--- src/rtl/ptg_pkg.sv ---
package ptg_pkg;
  typedef enum logic {
    SHAPE_SQUARE = 1'b0,
    SHAPE_PULSE  = 1'b1
  } shape_e;
endpackage

--- src/rtl/ptg_prescaler.sv ---
module ptg_prescaler #(
  parameter int PRESC_W = 16,
  parameter int SEL_W   = $clog2(PRESC_W)
) (
  input  logic             clk,
  input  logic             rst_n,
  input  logic             run,
  input  logic [SEL_W-1:0] sel,
  output logic             tick
);
  logic [PRESC_W-1:0] div_q;

  function automatic logic [PRESC_W-1:0] low_mask(input logic [SEL_W-1:0] n);
    logic [PRESC_W:0] one_hot;
    one_hot  = (PRESC_W+1)'(1) << n;
    low_mask = PRESC_W'(one_hot - 1'b1);
  endfunction

  assign tick = run && ((div_q & low_mask(sel)) == low_mask(sel));

  always_ff @(posedge clk or negedge rst_n) begin
    if (!rst_n)   div_q <= '0;
    else if (run) div_q <= div_q + 1'b1;
    else          div_q <= '0;
  end
endmodule

--- src/rtl/ptg_shadow.sv ---
module ptg_shadow #(
  parameter int CNT_W = 8
) (
  input  logic             clk,
  input  logic             rst_n,
  input  logic             run,
  input  logic             wrap,
  input  logic             pwm_in,
  input  logic             shape_in,
  input  logic [CNT_W-1:0] count_in,
  input  logic [CNT_W-1:0] reload_in,
  input  logic [CNT_W-1:0] duty_in,
  output logic             pwm_act,
  output logic             shape_act,
  output logic [CNT_W-1:0] count_act,
  output logic [CNT_W-1:0] reload_act,
  output logic [CNT_W-1:0] duty_act,
  output logic             pwm_nxt,
  output logic             shape_nxt,
  output logic [CNT_W-1:0] duty_nxt
);
  logic load;
  assign load      = !run || wrap;
  assign pwm_nxt   = load ? pwm_in   : pwm_act;
  assign shape_nxt = load ? shape_in : shape_act;
  assign duty_nxt  = load ? duty_in  : duty_act;

  always_ff @(posedge clk or negedge rst_n) begin
    if (!rst_n) begin
      pwm_act    <= 1'b0;
      shape_act  <= 1'b0;
      count_act  <= '0;
      reload_act <= '0;
      duty_act   <= '0;
    end else if (load) begin
      pwm_act    <= pwm_in;
      shape_act  <= shape_in;
      count_act  <= count_in;
      reload_act <= reload_in;
      duty_act   <= duty_in;
    end
  end
endmodule

--- src/rtl/ptg_counter.sv ---
module ptg_counter #(
  parameter int CNT_W = 8
) (
  input  logic             clk,
  input  logic             rst_n,
  input  logic             run,
  input  logic             tick,
  input  logic [CNT_W-1:0] limit,
  output logic [CNT_W-1:0] cnt_q,
  output logic [CNT_W-1:0] cnt_next,
  output logic             wrap
);
  // limit 0 wraps after 2^CNT_W ticks through modular subtraction
  function automatic logic at_end(input logic [CNT_W-1:0] c, input logic [CNT_W-1:0] lim);
    logic [CNT_W-1:0] last;
    last   = lim - 1'b1;
    at_end = (c == last);
  endfunction

  assign wrap     = tick && at_end(cnt_q, limit);
  assign cnt_next = wrap ? '0 : (tick ? cnt_q + 1'b1 : cnt_q);

  always_ff @(posedge clk or negedge rst_n) begin
    if (!rst_n)    cnt_q <= '0;
    else if (!run) cnt_q <= '0;
    else           cnt_q <= cnt_next;
  end
endmodule

--- src/rtl/ptg_shaper.sv ---
module ptg_shaper
  import ptg_pkg::*;
#(
  parameter int CNT_W = 8
) (
  input  logic             clk,
  input  logic             rst_n,
  input  logic             run,
  input  logic             tick,
  input  logic             wrap,
  input  logic             pwm_nxt,
  input  logic             shape_nxt,
  input  logic [CNT_W-1:0] cnt_next,
  input  logic [CNT_W-1:0] duty_nxt,
  output logic             wave_q
);
  function automatic logic pwm_level(input logic [CNT_W-1:0] c, input logic [CNT_W-1:0] d);
    pwm_level = (c < d);
  endfunction

  shape_e shape;
  assign shape = shape_e'(shape_nxt);

  always_ff @(posedge clk or negedge rst_n) begin
    if (!rst_n)        wave_q <= 1'b0;
    else if (!run)     wave_q <= 1'b0;
    else if (tick) begin
      if (pwm_nxt)                    wave_q <= pwm_level(cnt_next, duty_nxt);
      else if (shape == SHAPE_PULSE)  wave_q <= wrap;
      else if (wrap)                  wave_q <= ~wave_q;
    end
  end
endmodule

--- src/rtl/pwm_timer_gen.sv ---
module pwm_timer_gen #(
  parameter int PRESC_W = 16,
  parameter int CNT_W   = 8,
  localparam int SEL_W  = $clog2(PRESC_W)
) (
  input  logic             clk,
  input  logic             rst_n,
  input  logic             enable,
  input  logic [SEL_W-1:0] presc_sel,
  input  logic             pwm_mode,
  input  logic             out_shape,
  input  logic [CNT_W-1:0] count_val,
  input  logic [CNT_W-1:0] reload_val,
  input  logic [CNT_W-1:0] duty_val,
  output logic             wave_out
);
  logic             tick, wrap;
  logic             pwm_act, shape_act, pwm_nxt, shape_nxt;
  logic [CNT_W-1:0] count_act, reload_act, duty_act, duty_nxt;
  logic [CNT_W-1:0] cnt_q, cnt_next, limit;

  ptg_prescaler #(.PRESC_W(PRESC_W), .SEL_W(SEL_W)) presc_i (
    .clk(clk), .rst_n(rst_n), .run(enable), .sel(presc_sel), .tick(tick)
  );

  ptg_shadow #(.CNT_W(CNT_W)) shadow_i (
    .clk(clk), .rst_n(rst_n), .run(enable), .wrap(wrap),
    .pwm_in(pwm_mode), .shape_in(out_shape), .count_in(count_val),
    .reload_in(reload_val), .duty_in(duty_val),
    .pwm_act(pwm_act), .shape_act(shape_act), .count_act(count_act),
    .reload_act(reload_act), .duty_act(duty_act),
    .pwm_nxt(pwm_nxt), .shape_nxt(shape_nxt), .duty_nxt(duty_nxt)
  );

  assign limit = pwm_act ? reload_act : count_act;

  ptg_counter #(.CNT_W(CNT_W)) cnt_i (
    .clk(clk), .rst_n(rst_n), .run(enable), .tick(tick), .limit(limit),
    .cnt_q(cnt_q), .cnt_next(cnt_next), .wrap(wrap)
  );

  ptg_shaper #(.CNT_W(CNT_W)) shaper_i (
    .clk(clk), .rst_n(rst_n), .run(enable), .tick(tick), .wrap(wrap),
    .pwm_nxt(pwm_nxt), .shape_nxt(shape_nxt), .cnt_next(cnt_next),
    .duty_nxt(duty_nxt), .wave_q(wave_out)
  );
endmodule

--- config.mk ---
export PLATFORM = sky130hd
export DESIGN_NAME = pwm_timer_gen
export DESIGN_NICKNAME = d
export VERILOG_FILES = /design/src/rtl/ptg_pkg.sv /design/src/rtl/ptg_prescaler.sv /design/src/rtl/ptg_shadow.sv /design/src/rtl/ptg_counter.sv /design/src/rtl/ptg_shaper.sv /design/src/rtl/pwm_timer_gen.sv
export SDC_FILE = /design/constraint.sdc
export NUM_CORES = 1
export LEC_CHECK = 0
export CAP_MARGIN = 40
export CORE_MARGIN = 1.5
export CORE_UTILIZATION = 24
export CTS_CLUSTER_SIZE = 25
export DETAILED_ROUTE_END_ITERATION = 12
export PLACE_DENSITY = 0.52
export SETUP_SLACK_MARGIN = 0.1
export SLEW_MARGIN = 20
export SYNTH_ARGS = -nofsm -noshare
export SYNTH_HDL_FRONTEND = slang
export SYNTH_SLANG_ARGS = --single-unit
--- constraint.sdc ---
create_clock -name clk -period 4.41 [get_ports clk]
set_input_delay 1.323 -clock clk [delete_from_list [all_inputs] [get_ports clk]]
set_output_delay 1.323 -clock clk [all_outputs]
set_load 0.005 [all_outputs]
==> results.sh, run 1 <==
export IMPL_smallest_hold_slack_ns=0.5072
export IMPL_cts_reportedPaths_clkPinSlew_ns=0.07
export IMPL_fin_area_um2=4215
export IMPL_root_buffer="sky130_fd_sc_hd__clkbuf_16"
export IMPL_synth_net_count=371
export IMPL_maxCapViolations=0
export IMPL_drive_above_1_share_pct=25.89
export IMPL_maximum_number_of_pins_on_one_net_before_global_route_repair=30
export IMPL_clock_insertion_delay_worst_skew_ns=0.29
export IMPL_cts_tree="yes"
export IMPL_violations="negative setup slack"
export IMPL_power_density_normalized_to_cell_area_nw_per_um2=264.4
export IMPL_die_area_um2=14010
export IMPL_die_w_um=118.4
export IMPL_postLayoutSetupSlackWorst_ns=-0.4372
export IMPL_hold_class="flip-flop to flip-flop"
export IMPL_timing_critical_path_from="presc_sel[0]"
export IMPL_drt_wirelength_per_cell_um=13.87
export IMPL_critPathKind="primary input to flip-flop"
export IMPL_critPathCaptureType="flip-flop"
export IMPL_final_max_slew_viol_count=0
export IMPL_r2r_setup_slack_ns=0.49
export IMPL_mappedNetlistArea_um2=3194
export IMPL_hpwlAfterDp_um=5842
export IMPL_timing_setup_tns_ns=-0.4372
export IMPL_die_y_um=118.4
export IMPL_synthAdderAreaFrac_pct=4.309
export IMPL_run_status="finished with violations"
export IMPL_main_combinational_cell_family_by_area_after_synthesis="simple AND/OR/NAND/NOR gates"
export IMPL_hold_buffers=0
export IMPL_count_of_input_and_output_buffers=33
export IMPL_syn_avg_cell_area_um2=9.769
export IMPL_synth_cell_types=60
export IMPL_io_pins=34
export IMPL_antenna_found_initial=0
export IMPL_critical_path_required_ns=4.57
export IMPL_cts_h_tree_depth=2
export IMPL_final_period_minus_worst_setup_slack_ns=4.847
export IMPL_globalRouteOverflowTotal=0
export IMPL_layout_stage_area_growth_over_the_synthesis_result_pct=31.96
export IMPL_track_usage_pct=11.56
export IMPL_rsz0062_at_grt="yes"
export IMPL_routabilityCongestion=0.8048
export IMPL_numCtsBuffers=5
export IMPL_layout_core_utilization_pct=32.87
export IMPL_timing_worst_slew_pin_value_ns=0.5364
export IMPL_cp_arrival_ns=5.01
export IMPL_num_vias=2696
export IMPL_hold_start="shadow_i.duty_act[7]"
export IMPL_design_core_area_um2=12820
export IMPL_grt_first_pass_wirelength_um=13050
export IMPL_final_hold_viol_count=0
export IMPL_synth_ff_latch_count=50
export IMPL_multiplexer_fraction_of_the_synthesized_cell_area_pct=11.05
export IMPL_synth_yosys_warnings=0
export IMPL_maxClockFrequency_mhz=206.3
export IMPL_power_leakage_nw=1.696
export IMPL_worstPathMaxFanout=7
export IMPL_vdd_drop_max_mv=0.1191
export IMPL_yosys_area_share_simple_pct=20.45
export IMPL_tritoncts_num_sinks=50
export IMPL_synth_compound_area_share_pct=13.44
export IMPL_final_setup_viol_count=1
export IMPL_post_route_clock_period_utilization_pct=109.9
export IMPL_synth_xor_area_share_pct=6.855
export IMPL_drt_pass1_iter_count=4
export IMPL_floorplan_initialDensity_pct=24.91
export IMPL_first_global_vias=2588
export IMPL_vias_per_cell=4.763
export IMPL_async_flop_share_pct=100.0
export IMPL_number_of_enable_flip_flop_cells_after_synthesis=0
export IMPL_placement_rows=41
export IMPL_relSlewSlack_pct=64.24
export IMPL_design_power_total_mw=1.114
export IMPL_sort_of_element_at_the_start_of_the_critical_path="primary input"
export IMPL_post_route_drc_count=0
export IMPL_fill_cells=1330
export IMPL_wirelength_um=7851
export IMPL_seq_area_frac_synth_pct=39.17
export IMPL_clock_tree_buffer_depth=2
export IMPL_n_antenna_cell=0
export IMPL_initialDrtViolationCount=207
export IMPL_final_antenna_net_count=0
export IMPL_synth_ff_type="sky130_fd_sc_hd__dfrtp_1"
export IMPL_synthCells=327
export IMPL_final_setup_skew_ns=0.007262
export IMPL_placed_cell_area_um2=3954
export IMPL_reg2reg_from="shadow_i.pwm_act"
export IMPL_final_nets=437
[worst paths after layout]
path | to | cells after the start
max reg2reg | shaper_i.wave_q | 17
min reg2reg | shadow_i.duty_act[7] | 1
min in group asynchronous | shadow_i.count_act[4] | 1
max | shaper_i.wave_q | 20
min | shadow_i.duty_act[7] | 1
max in group asynchronous | shadow_i.shape_act | 2
[per-stage QoR]
| stage | instances | worst slack, ns |
|---|---|---|
| finish | 566 | -0.4372 |
| global route | 566 | -0.6604 |
| floorplan | 327 | -0.5925 |
| CTS | 564 | -0.4716 |
| global placement | 552 | -1.014 |
| detailed placement | 552 | -1.068 |
[cells in the mapped netlist (2+ instances only)]
library cell	n	area (um2)
sky130_fd_sc_hd__a211oi_1	7	52.55
sky130_fd_sc_hd__a21o_1	2	15.01
sky130_fd_sc_hd__a21oi_1	10	50.05
sky130_fd_sc_hd__a22oi_1	2	15.01
sky130_fd_sc_hd__a31oi_1	2	12.51
sky130_fd_sc_hd__and2_1	5	31.28
sky130_fd_sc_hd__and4_1	2	17.52
sky130_fd_sc_hd__buf_2	6	30.03
sky130_fd_sc_hd__buf_6	2	22.52
sky130_fd_sc_hd__clkbuf_1	5	18.77
sky130_fd_sc_hd__dfrtp_1	50	1251
sky130_fd_sc_hd__ha_1	11	137.6
sky130_fd_sc_hd__inv_1	13	48.80
sky130_fd_sc_hd__mux2_2	18	202.7
sky130_fd_sc_hd__mux2i_1	15	150.1
sky130_fd_sc_hd__nand2_1	16	60.06
sky130_fd_sc_hd__nand2b_1	3	18.77
sky130_fd_sc_hd__nand3_1	12	60.06
sky130_fd_sc_hd__nand4_1	7	43.79
sky130_fd_sc_hd__nor2_1	30	112.6
sky130_fd_sc_hd__nor2b_1	3	18.77
sky130_fd_sc_hd__nor3_1	12	60.06
sky130_fd_sc_hd__nor3b_1	2	15.01
sky130_fd_sc_hd__nor4_1	3	18.77
sky130_fd_sc_hd__nor4_2	2	25.02
sky130_fd_sc_hd__nor4b_1	4	35.03
sky130_fd_sc_hd__o211ai_1	2	15.01
sky130_fd_sc_hd__o21a_1	2	15.01
sky130_fd_sc_hd__o21ai_0	11	55.05
sky130_fd_sc_hd__o21ai_1	3	15.01
sky130_fd_sc_hd__o21ba_2	2	20.02
sky130_fd_sc_hd__o21bai_1	2	15.01
sky130_fd_sc_hd__o22ai_1	2	12.51
sky130_fd_sc_hd__o311ai_0	2	17.52
sky130_fd_sc_hd__o31a_1	3	26.28
sky130_fd_sc_hd__or3_1	4	25.02
sky130_fd_sc_hd__or3b_2	2	17.52
sky130_fd_sc_hd__or4_1	3	22.52
sky130_fd_sc_hd__xnor2_1	12	105.1
sky130_fd_sc_hd__xor2_1	13	113.9
[state kept, by name, indices dropped and copies added (netlist names)]
| signal | count |
|---|---|
| cnt_i.cnt_q | 8 |
| shadow_i.reload_act | 8 |
| presc_i.div_q | 15 |
| shadow_i.count_act | 8 |
| shaper_i.wave_q | 1 |
| shadow_i.pwm_act | 1 |
| shadow_i.duty_act | 8 |
| shadow_i.shape_act | 1 |
[cells in the final DEF (no fill, tap or decap), types with 4 or more instances in the layout]
master and count:
sky130_fd_sc_hd__a21oi_1 8, sky130_fd_sc_hd__nand4_1 7, sky130_fd_sc_hd__and2_1 5, sky130_fd_sc_hd__nor3_1 11
sky130_fd_sc_hd__inv_1 13, sky130_fd_sc_hd__ha_1 9, sky130_fd_sc_hd__xnor2_1 12, sky130_fd_sc_hd__clkbuf_16 5
sky130_fd_sc_hd__nand3_1 12, sky130_fd_sc_hd__buf_4 39, sky130_fd_sc_hd__mux2_2 18, sky130_fd_sc_hd__o21ai_1 4
sky130_fd_sc_hd__dfrtp_1 50, sky130_fd_sc_hd__nor2_1 29, sky130_fd_sc_hd__a211oi_1 4, sky130_fd_sc_hd__o21ai_0 10
sky130_fd_sc_hd__or3_1 4, sky130_fd_sc_hd__buf_2 4, sky130_fd_sc_hd__mux2i_1 13, sky130_fd_sc_hd__nand2_1 14
sky130_fd_sc_hd__nor4b_1 4, sky130_fd_sc_hd__clkdlybuf4s50_1 28, sky130_fd_sc_hd__xor2_1 11
[routing by layer]
| layer | routed length (um) | up-vias | GRT usage, % |
|---|---|---|---|
| met5 | 0 | - | 0 |
| met2 | 3608 | 77 | 18.24 |
| li1 | - | 1323 | - |
| met1 | 3724 | 1285 | 15.76 |
| met4 | 106 | 0 | 3.430 |
| met3 | 411 | 11 | 2.558 |
[cell families after synthesis]
family                     Yosys count
AOI/OAI and AO/OA                   61
xor gates and xnor gates            25
adders and majority gates           11
buffers and inverters               29
DFF                                 50
muxes                               33
and+or+nand+nor                    118
[where the power goes]
part	leakage, nW	internal, mW	switching [mW]
sequential	0.638	0.484	0.0284
clock	0.0739	0.225	0.169
combinational	0.985	0.112	0.0945
[timing repair]
action                     4_1_cts  5_1_grt
pin swaps                       16       11
resized for setup               23        8
cloned                           0        0
setup buffers                    4        2
setup endpoints to repair        1        1
hold endpoints to repair         0        0
[area by class of cell]
class | count | area [um2] | share of cell area, %
clock buffers | 7 | 142.6 | 3.384
clock inverters | 1 | 5.005 | 0.1187
inverters | 14 | 52.55 | 1.247
multi-input cells | 248 | 1904 | 45.18
flip-flops and latches | 50 | 1251 | 29.68
well taps | 172 | 215.2 | 5.105
repair buffers | 74 | 644.4 | 15.29
[critical path, stage by stage]
cell	delay, ns
sky130_fd_sc_hd__buf_6	0.09
sky130_fd_sc_hd__or4_4	0.53
sky130_fd_sc_hd__ha_4	0.19
sky130_fd_sc_hd__buf_4	0.13
sky130_fd_sc_hd__or3b_2	0.18
sky130_fd_sc_hd__a211oi_1	0.06
sky130_fd_sc_hd__a221o_1	0.29
sky130_fd_sc_hd__or3_4	0.43
sky130_fd_sc_hd__o21ai_4	0.15
sky130_fd_sc_hd__buf_12	0.15
sky130_fd_sc_hd__buf_4	0.11
sky130_fd_sc_hd__mux2_2	0.34
sky130_fd_sc_hd__inv_1	0.07
sky130_fd_sc_hd__ha_1	0.15
sky130_fd_sc_hd__nand4_1	0.10
sky130_fd_sc_hd__a211oi_2	0.20
sky130_fd_sc_hd__o31a_1	0.17
sky130_fd_sc_hd__o22ai_2	0.08
sky130_fd_sc_hd__a211oi_2	0.19
sky130_fd_sc_hd__o21ai_1	0.09
(Power assumes the default switching activity.)
==> inputs of run 2 (changes only) <==
--- a/config.mk
+++ b/config.mk
@@ -8,7 +8,6 @@
 export CAP_MARGIN = 40
 export CORE_MARGIN = 1.5
 export CORE_UTILIZATION = 24
-export CTS_CLUSTER_SIZE = 25
 export DETAILED_ROUTE_END_ITERATION = 12
 export PLACE_DENSITY = 0.52
 export SETUP_SLACK_MARGIN = 0.1
==> results of run 2 <==
The final DEF is identical to that of run 1; final timing and power are the same.
